### src/rtl/dmr_pkg.sv
package dmr_pkg;
    localparam int HALF_W = 16;
    localparam int WORD_W = 32;

    localparam logic [HALF_W-1:0] ID_CODE     = 16'hB0C5;
    localparam logic [WORD_W-1:0] ORDER_LITTLE = 32'h1E1E_1E1E;
    localparam logic [WORD_W-1:0] ORDER_BIG    = 32'hBEBE_BEBE;
    localparam logic [WORD_W-1:0] EXT_WIN_BYTES = 32'd8;

    typedef enum logic {
        WIN_MODE = 1'b0,
        WIN_EXT  = 1'b1
    } win_e;

    typedef enum logic [1:0] {
        SRC_STORED,
        SRC_ID,
        SRC_MEMSZ,
        SRC_ONES
    } mode_src_e;

    typedef enum logic {
        BYTES_LITTLE = 1'b0,
        BYTES_BIG    = 1'b1
    } byte_order_e;

    function automatic logic is_order_key(input logic [WORD_W-1:0] v);
        return (v == ORDER_LITTLE) || (v == ORDER_BIG);
    endfunction
endpackage

### src/rtl/dmr_mode_bank.sv
module dmr_mode_bank
    import dmr_pkg::*;
#(
    parameter int NUM_REGS  = 10,
    parameter int IDX_W     = 7,
    parameter int ID_IDX    = 0,
    parameter int MEMSZ_IDX = 10,
    parameter logic [HALF_W-1:0] MEMSZ_VAL = 16'h0100
) (
    input  logic              clk,
    input  logic              rst,
    input  logic              wr_en,
    input  logic [IDX_W-1:0]  idx,
    input  logic [HALF_W-1:0] wdata,
    output logic [HALF_W-1:0] rdata
);
    logic [NUM_REGS-1:0][HALF_W-1:0] regs_q;
    logic [HALF_W-1:0] stored;
    logic in_range;
    mode_src_e src;

    assign in_range = (idx < IDX_W'(NUM_REGS));

    for (genvar g = 0; g < NUM_REGS; g++) begin : g_reg
        always_ff @(posedge clk) begin
            if (rst) begin
                regs_q[g] <= '0;
            end else if (wr_en && idx == IDX_W'(g)) begin
                regs_q[g] <= wdata;
            end
        end
    end

    always_comb begin
        stored = '0;
        for (int i = 0; i < NUM_REGS; i++) begin
            if (idx == IDX_W'(i)) stored = regs_q[i];
        end
    end

    always_comb begin
        if (idx == IDX_W'(ID_IDX))         src = SRC_ID;
        else if (idx == IDX_W'(MEMSZ_IDX)) src = SRC_MEMSZ;
        else if (!in_range)                src = SRC_ONES;
        else                               src = SRC_STORED;
    end

    always_comb begin
        unique case (src)
            SRC_ID:    rdata = ID_CODE;
            SRC_MEMSZ: rdata = MEMSZ_VAL;
            SRC_ONES:  rdata = '1;
            default:   rdata = stored;
        endcase
    end

    // out-of-range writes leave the whole bank untouched
    assert_drop_oor_R5: assert property (@(posedge clk) disable iff (rst)
        (wr_en && !in_range) |=> $stable(regs_q));
endmodule

### src/rtl/dmr_ext_regs.sv
module dmr_ext_regs
    import dmr_pkg::*;
#(
    parameter int OFF_W = 7
) (
    input  logic              clk,
    input  logic              rst,
    input  logic              wr_en,
    input  logic [OFF_W-1:0]  off,
    input  logic [WORD_W-1:0] wdata,
    output logic [WORD_W-1:0] rdata
);
    localparam logic [OFF_W-1:0] SIZE_OFF  = OFF_W'(0);
    localparam logic [OFF_W-1:0] ORDER_OFF = OFF_W'(4);

    byte_order_e order_q;
    logic hit_order;

    assign hit_order = (off == ORDER_OFF);

    always_ff @(posedge clk) begin
        if (rst) begin
            order_q <= BYTES_LITTLE;
        end else if (wr_en && hit_order) begin
            if (wdata == ORDER_BIG)         order_q <= BYTES_BIG;
            else if (wdata == ORDER_LITTLE) order_q <= BYTES_LITTLE;
        end
    end

    always_comb begin
        if (off == SIZE_OFF)  rdata = EXT_WIN_BYTES;
        else if (hit_order)   rdata = (order_q == BYTES_BIG) ? ORDER_BIG : ORDER_LITTLE;
        else                  rdata = '0;
    end

    // the order moves only on a key-valued write to its offset
    assert_order_key_R8: assert property (@(posedge clk) disable iff (rst)
        !$stable(order_q) |-> $past(wr_en && hit_order && is_order_key(wdata)));

    // read-back of the order register is always one of the keys
    assert_order_read_R8: assert property (@(posedge clk) disable iff (rst)
        hit_order |-> is_order_key(rdata));
endmodule

### src/rtl/dmr_regif.sv
module dmr_regif
    import dmr_pkg::*;
#(
    parameter int ADDR_W     = 8,
    parameter int NUM_REGS   = 10,
    parameter int ID_IDX     = 0,
    parameter int MEMSZ_IDX  = 10,
    parameter longint VRAM_BYTES = 64'd16777216
) (
    input  logic              clk,
    input  logic              rst,
    input  logic [ADDR_W-1:0] bus_addr,
    input  logic              bus_wr,
    input  logic              bus_rd,
    input  logic [WORD_W-1:0] bus_wdata,
    output logic [WORD_W-1:0] bus_rdata,
    output logic              bus_rvalid
);
    localparam int OFF_W = ADDR_W - 1;
    localparam int IDX_W = ADDR_W - 2;
    localparam logic [HALF_W-1:0] MEMSZ_VAL = HALF_W'(VRAM_BYTES / 65536);

    win_e win;
    logic [IDX_W-1:0]  idx;
    logic [OFF_W-1:0]  off;
    logic [HALF_W-1:0] mode_rdata;
    logic [WORD_W-1:0] ext_rdata;
    logic mode_wr, ext_wr;

    assign win     = win_e'(bus_addr[ADDR_W-1]);
    assign idx     = bus_addr[ADDR_W-2:1];
    assign off     = bus_addr[ADDR_W-2:0];
    assign mode_wr = bus_wr && (win == WIN_MODE);
    assign ext_wr  = bus_wr && (win == WIN_EXT) && (off[1:0] == 2'b00);

    dmr_mode_bank #(
        .NUM_REGS (NUM_REGS),
        .IDX_W    (IDX_W),
        .ID_IDX   (ID_IDX),
        .MEMSZ_IDX(MEMSZ_IDX),
        .MEMSZ_VAL(MEMSZ_VAL)
    ) u_bank (
        .clk  (clk),
        .rst  (rst),
        .wr_en(mode_wr),
        .idx  (idx),
        .wdata(bus_wdata[HALF_W-1:0]),
        .rdata(mode_rdata)
    );

    dmr_ext_regs #(.OFF_W(OFF_W)) u_ext (
        .clk  (clk),
        .rst  (rst),
        .wr_en(ext_wr),
        .off  (off),
        .wdata(bus_wdata),
        .rdata(ext_rdata)
    );

    always_ff @(posedge clk) begin
        if (rst) begin
            bus_rdata  <= '0;
            bus_rvalid <= 1'b0;
        end else begin
            bus_rvalid <= bus_rd;
            if (bus_rd) begin
                if (win == WIN_EXT)
                    bus_rdata <= (off[1:0] == 2'b00) ? ext_rdata : '0;
                else
                    bus_rdata <= WORD_W'(mode_rdata);
            end
        end
    end

    // valid follows the strobe by exactly one clock
    assert_rvalid_lat_R10: assert property (@(posedge clk) disable iff (rst)
        bus_rd |=> bus_rvalid);
    assert_rvalid_idle_R10: assert property (@(posedge clk) disable iff (rst)
        !bus_rd |=> (!bus_rvalid && $stable(bus_rdata)));
    // identity index
    assert_id_read_R2: assert property (@(posedge clk) disable iff (rst)
        (bus_rd && win == WIN_MODE && idx == IDX_W'(ID_IDX))
        |=> bus_rdata == WORD_W'(ID_CODE));
    // memory-size index
    assert_memsz_read_R3: assert property (@(posedge clk) disable iff (rst)
        (bus_rd && win == WIN_MODE && idx == IDX_W'(MEMSZ_IDX))
        |=> bus_rdata == WORD_W'(MEMSZ_VAL));
    // unmapped mode indices read all ones
    assert_oor_read_R4: assert property (@(posedge clk) disable iff (rst)
        (bus_rd && win == WIN_MODE && idx >= IDX_W'(NUM_REGS)
         && idx != IDX_W'(MEMSZ_IDX) && idx != IDX_W'(ID_IDX))
        |=> bus_rdata == 32'h0000_FFFF);
endmodule

### config.mk
export PLATFORM = sky130hd
export DESIGN_NAME = dmr_regif
export DESIGN_NICKNAME = d
export VERILOG_FILES = /design/src/rtl/dmr_pkg.sv /design/src/rtl/dmr_mode_bank.sv /design/src/rtl/dmr_ext_regs.sv /design/src/rtl/dmr_regif.sv
export SDC_FILE = /design/constraint.sdc
export NUM_CORES = 1
export LEC_CHECK = 0
export ABC_AREA = 1
export BUFFER_PORTS_ARGS = -buffer_cell sky130_fd_sc_hd__buf_2
export CAP_MARGIN = 30
export CORE_AREA = 2 2 145 147
export CTS_CLUSTER_SIZE = 24
export DETAILED_ROUTE_END_ITERATION = 10
export DIE_AREA = 0 0 147 149
export HOLD_SLACK_MARGIN = 0.08
export PLACE_DENSITY = 0.64
export SLEW_MARGIN = 20
export SYNTH_ARGS = -nofsm -noshare
export SYNTH_HDL_FRONTEND = slang
export SYNTH_HIERARCHICAL = 1
export SYNTH_SLANG_ARGS = --single-unit
### constraint.sdc
create_clock -name clk -period 3.11 [get_ports clk]
set_input_delay 0.311 -clock clk [delete_from_list [all_inputs] [get_ports clk]]
set_output_delay 0.311 -clock clk [all_outputs]
set_load 0.02 [all_outputs]
Word level (Yosys, flattened, before mapping)
Index checks and enable logic that the tools add are counted.
- register bits after elaboration: 194
- bits of input ports: 44
- output and inout port bits: 33
- word-level logic and storage cells: 71
- $lt $le $gt $ge: 1
- equality and inequality tests: 16
- muxes and demuxes: 21
- bitwise operators: 1
- reduce and logical (&&, ||, !) cells: 19
- operators with widths (cell ; count):
    $mux 16 ; 10
    $mux 32 ; 5
    $pmux 16 s3 ; 1
    $eq 32x29->1 const B ; 1
    $eq 32x32->1 const B ; 1
    $eq 6x3->1 const B ; 4
    $eq 6x4->1 const B ; 3
    $logic_and 1x1->1 ; 14
    $eq 6x2->1 const B ; 2
    $eq 7x3->1 const B ; 1
    $logic_not 7->1 ; 1
    $eq 6x1->1 const B ; 1
    $logic_not 6->1 ; 1
    $lt 6x4->1 const B ; 1
    $mux 2 ; 3
    $eq 2x2->1 const B ; 2
    $eq 2x1->1 const B ; 1
    $logic_not 2->1 ; 1
    $mux 1 ; 2
    $reduce_and 2->1 ; 1
    $reduce_bool 2->1 ; 1
    $not 1->1 ; 1

Logic depth before layout (Yosys ltp)
- word-level depth: 13
- depth in mapped cells: 15
- depth with buffers taken out: 14

By module
The synthesis kept the hierarchy.
- by module, submodules not included (module ; instances ; cells an instance ; area each (µm²) ; seq. area each (µm²)):
    dmr_mode_bank ; 1 ; 1076 ; 7509.7 ; 3203.1
    dmr_regif ; 1 ; 201 ; 1432.6 ; 660.6
    dmr_ext_regs ; 1 ; 123 ; 640.6 ; 20.0

Worst setup path after synthesis
OpenSTA, ideal clock, no wires.
- path type: input -> register
- start: in bus_addr[7]
- end: reg u_bank/regs_q[36] (netlist bit)
- library setup time: 0.080 ns
- data arrival time: 1.788 ns
- data required time: 3.030 ns
- setup slack: 1.242 ns
- cell stages on the path: 9
- buffers on the path: 4
- path through: buf_4 -> buf_4 -> nor2_1 -> inv_2 -> nor2_2 -> inv_2 -> buf_6 -> buf_6 -> a211oi_2
- cells in the longest elaborated chain, start to end: 3
- RTL lines (item ; line ; text):
    from (decl) ; dmr_regif.sv:12 ; input logic [ADDR_W-1:0] bus_addr,
    $not 1->1 ; dmr_regif.sv:33 ; assign mode_wr = bus_wr && (win == WIN_MODE);
    $logic_and 1x1->1 ; dmr_regif.sv:33 ;
    named net mode_wr ; dmr_regif.sv:28 ; logic mode_wr, ext_wr;
    $logic_and 1x1->1 ; dmr_mode_bank.sv:28 ; end else if (wr_en && idx == IDX_W'(g)) begin
    to (signal, indexed assignment) ; dmr_mode_bank.sv:29 ; regs_q[g] <= wdata;
    to (decl) ; dmr_mode_bank.sv:17 ; logic [NUM_REGS-1:0][HALF_W-1:0] regs_q;
The timed path passes the listed nets, and every way through them passes these cells.
A chain may end at the register's enable or synchronous reset.

Worst setup path after layout
- start: in bus_addr[1]
- end: reg bus_rdata[7]
- cells in the longest elaborated chain, start to end: 13
- elaborated cells on any way between the ends: 36
- classes of those cells: order compare (1); eq/ne (14); mux (18); reduce/logical (3)
- RTL lines (item ; line ; text):
    $logic_not 6->1 ; dmr_mode_bank.sv:37, dmr_mode_bank.sv:42 ;
    $mux 16 (10 in series) ; dmr_mode_bank.sv:37 ; if (idx == IDX_W'(i)) stored = regs_q[i];
    $pmux 16 s3 * ; dmr_mode_bank.sv:49 ; unique case (src)
    named net mode_rdata[7] ; dmr_regif.sv:26 ; logic [HALF_W-1:0] mode_rdata;
    $mux 32 * ; dmr_regif.sv:67 ; if (win == WIN_EXT)
    to (signal assigned) ; dmr_regif.sv:68 ; bus_rdata <= (off[1:0] == 2'b00) ? ext_rdata : '0;
    to (signal assigned) ; dmr_regif.sv:70 ; bus_rdata <= WORD_W'(mode_rdata);
    to (decl) ; dmr_regif.sv:16 ; output logic [WORD_W-1:0] bus_rdata,
The timed path passes the listed nets; every way through them passes the cells marked *.

==> impl_metrics.ini <==
[cts]
insertion_delay_ns = 0.43
cts_buffer_depth = 2
clock_sinks = 194
cts_buffers = 17
cts_tree = yes
postCtsSetupBuffers = 0
postCtsHoldBufs = 0
cts_resized = 0
cts-htree-levels = 4
cts.clk_slew.worst_paths_ns = 0.07
root_buffer = clkbuf_16

[worst_setup_path]
critPathKind = input port to flip-flop
crit_required_ns = 3.43
critPathSlowestCell = nor2_4
reg2reg_slack_ns = 1.57
cp_max_fo = 17
crit_chain = buf_2 -> inv_2 -> nor2_4 -> nand2_2 -> nor2_4 -> inv_2 -> or2_0 -> nand2_1 -> nand4_1 -> nand2_1 -> nand2_1 -> a21oi_1 -> a21oi_1
start_kind = input port
endpoint_kind = flip-flop
path_buf_inv = 3
worst_path_most_repeated_cell = nand2_1
cp_slowest_stage_delay_ns = 0.38
critPathArrivalTime_ns = 2.52
crit_family = simple AND/OR/NAND/NOR gates

[logic_synthesis]
synth_cell_type_count = 37
synth-seq-cells = 194
seq_area_frac_synth_pct = 40.5
syn_area_per_cell_um2 = 6.84
yosysTopAreaCellShare_pct = 40.5
synth_cells = 1400
yosys-top-cells-area = dfxtp_1 (41%), nand2_1 (18%), a21oi_1 (11%), nor2_1 (5.5%), buf_4 (2.7%)
netlist_area_um2 = 9580
yosys.area.top_type = dfxtp_1
yosysWarnings = 6

[routing]
drc = 0
wire_per_inst_um = 17.5
ant_nets = 0
viasPerCell = 5.27
via_count = 8894
routed_wirelength_um = 29600
drtIter0Drc = 864
first_pass_iters = 5

[placement]
place_congestion = 0.868
portBuffers = 76
dp_hpwl_um = 19200
pre_cts_ws_ns = 0.521
place_area_um2 = 9800

[grt]
antenna_found_initial = 0
grt_pass1_vias = 7947
overflow = 0
grt_first_pass_wirelength_um = 45400
grt_max_degree = 104
grtUsageTotal_pct = 26.9

[layout]
final.fill_count = 2085
syn2layout_area_growth_pct = 8.19
drive_gt1_share_pct = 15.6
finalNetCount = 1446
multi_input_area_um2 = 4720
postLayoutCellArea_um2 = 10400
ff_latch_area_um2 = 3880
antenna_cells = 0

[floorplan]
core_area_um2 = 20600
die_h_um = 149
ios = 77
die_w_um = 147
dieArea_um2 = 21900
rows = 53
initial_core_util_pct = 46.6

[timing]
period_share_pct = 70.8
relSlewSlack_pct = 42.2
grt_setup_unrepaired = no
timing.final.ws_setup_ns = 0.907
slew_violations = 0
tightest_slew_ns = 0.863
fin_crit_ns = 2.20
fmax_mhz = 454
tns_ns = 0
hold_viol = 0
skew_ns = 0.0102
finalSetupViolations = 0

[power]
powerDensity_nw_per_um2 = 489
p_leak_uw = 0.00399
ir_worst_vdd_v = 0.000334

[status]
status = complete, no violations

[hold_path]
hold_path.class = input port to flip-flop

[flow_run]
drv_cap = 0
cell families after synthesis:
kind of cell / count (synthesis) / synth area share [%]
AOI/OAI and AO/OA: 244 / 14.0
buffers and inverters: 205 / 10.5
DFF: 194 / 40.5
other: 1 / 0.0391
and+or+nand+nor: 756 / 34.9
layer usage:
layer	global-route usage, %	up-vias	part of all wire (%)	wire [µm]
li1	-	4438	-	-
met1	36.3	4083	44	13200
met2	42.9	338	45	13400
met3	6.18	35	8.3	2470
met4	8.65	0	2.1	615
met5	0	-	0	0
stage by stage:
stage	std cells	utilization (%)	total power [µW]	hold slack [ns]
final	1689	50.4	5070	0.181
after global routing	1689	50.4	5230	0.190
after CTS	1689	50.4	5090	0.171
after detailed placement	1658	47.7	2950	0.452
after global placement	1658	47.7	2950	0.448
after floorplan	1407	-	2810	0.373
final cells by class:
class	count	area share [%]
inverters	90	3.31
clock inverters	14	1.39
repair buffers	91	4.94
multi-input cells	1008	45.5
flip-flops and latches	194	37.5
well taps	275	3.32
clock buffers	17	4.10
final timing paths:
kind | startpoint | end | depth (start not counted)
setup / recovery | bus_addr[1] | bus_rdata[7] | 13
hold / removal | rst | u_ext/order_q | 2
setup reg to reg | u_bank/regs_q[22] | bus_rdata[6] | 10
hold reg to reg | u_bank/regs_q[83] | u_bank/regs_q[83] | 2
placed cells by master (no fill, tap or decap), drive strengths merged:
| cell type | instances |
|---|---|
| nor4 | 3 |
| clkinv | 4 |
| and3 | 1 |
| nand4 | 37 |
| inv | 98 |
| or2 | 12 |
| a21oi | 207 |
| nor3 | 17 |
| conb | 8 |
| clkbuf | 17 |
| a211oi | 16 |
| o21ai | 17 |
| buf | 91 |
| nor2 | 172 |
| clkinvlp | 1 |
| o211ai | 3 |
| bufinv | 1 |
| nand3 | 42 |
| o31ai | 1 |
| nand2 | 472 |
| dfxtp | 194 |
sequential cells by signal, indices dropped and copies added, names as in the netlist:
register,cells
bus_rvalid,1
bus_rdata,32
u_bank/regs_q,160
u_ext/order_q,1
report_power, final:
group / switching (µW) / internal, µW
sequential: 14.7 / 2500
clock: 1040 / 1130
combinational: 296 / 86.3
synthesized netlist by cell type:
master and n:
a211oi_1 3, a211oi_2 13, a21oi_1 206, a21oi_2 1
and3_1 1, buf_1 2, buf_2 21, buf_4 35
buf_6 10, clkbuf_1 45, clkbuf_2 2, conb_1 1
dfxtp_1 194, inv_1 64, inv_2 24, inv_4 2
nand2_1 463, nand2_2 8, nand2_4 1, nand3_1 39
nand3_2 3, nand4_1 37, nor2_1 141, nor2_2 12
nor2_4 16, nor2_8 3, nor3_1 7, nor3_2 10
nor4_1 2, nor4_2 1, o211ai_1 3, o21ai_0 15
o21ai_1 1, o21ai_2 1, o31ai_1 1, or2_0 10
or2_2 2
Note: power is estimated with default switching activity, not from simulation.
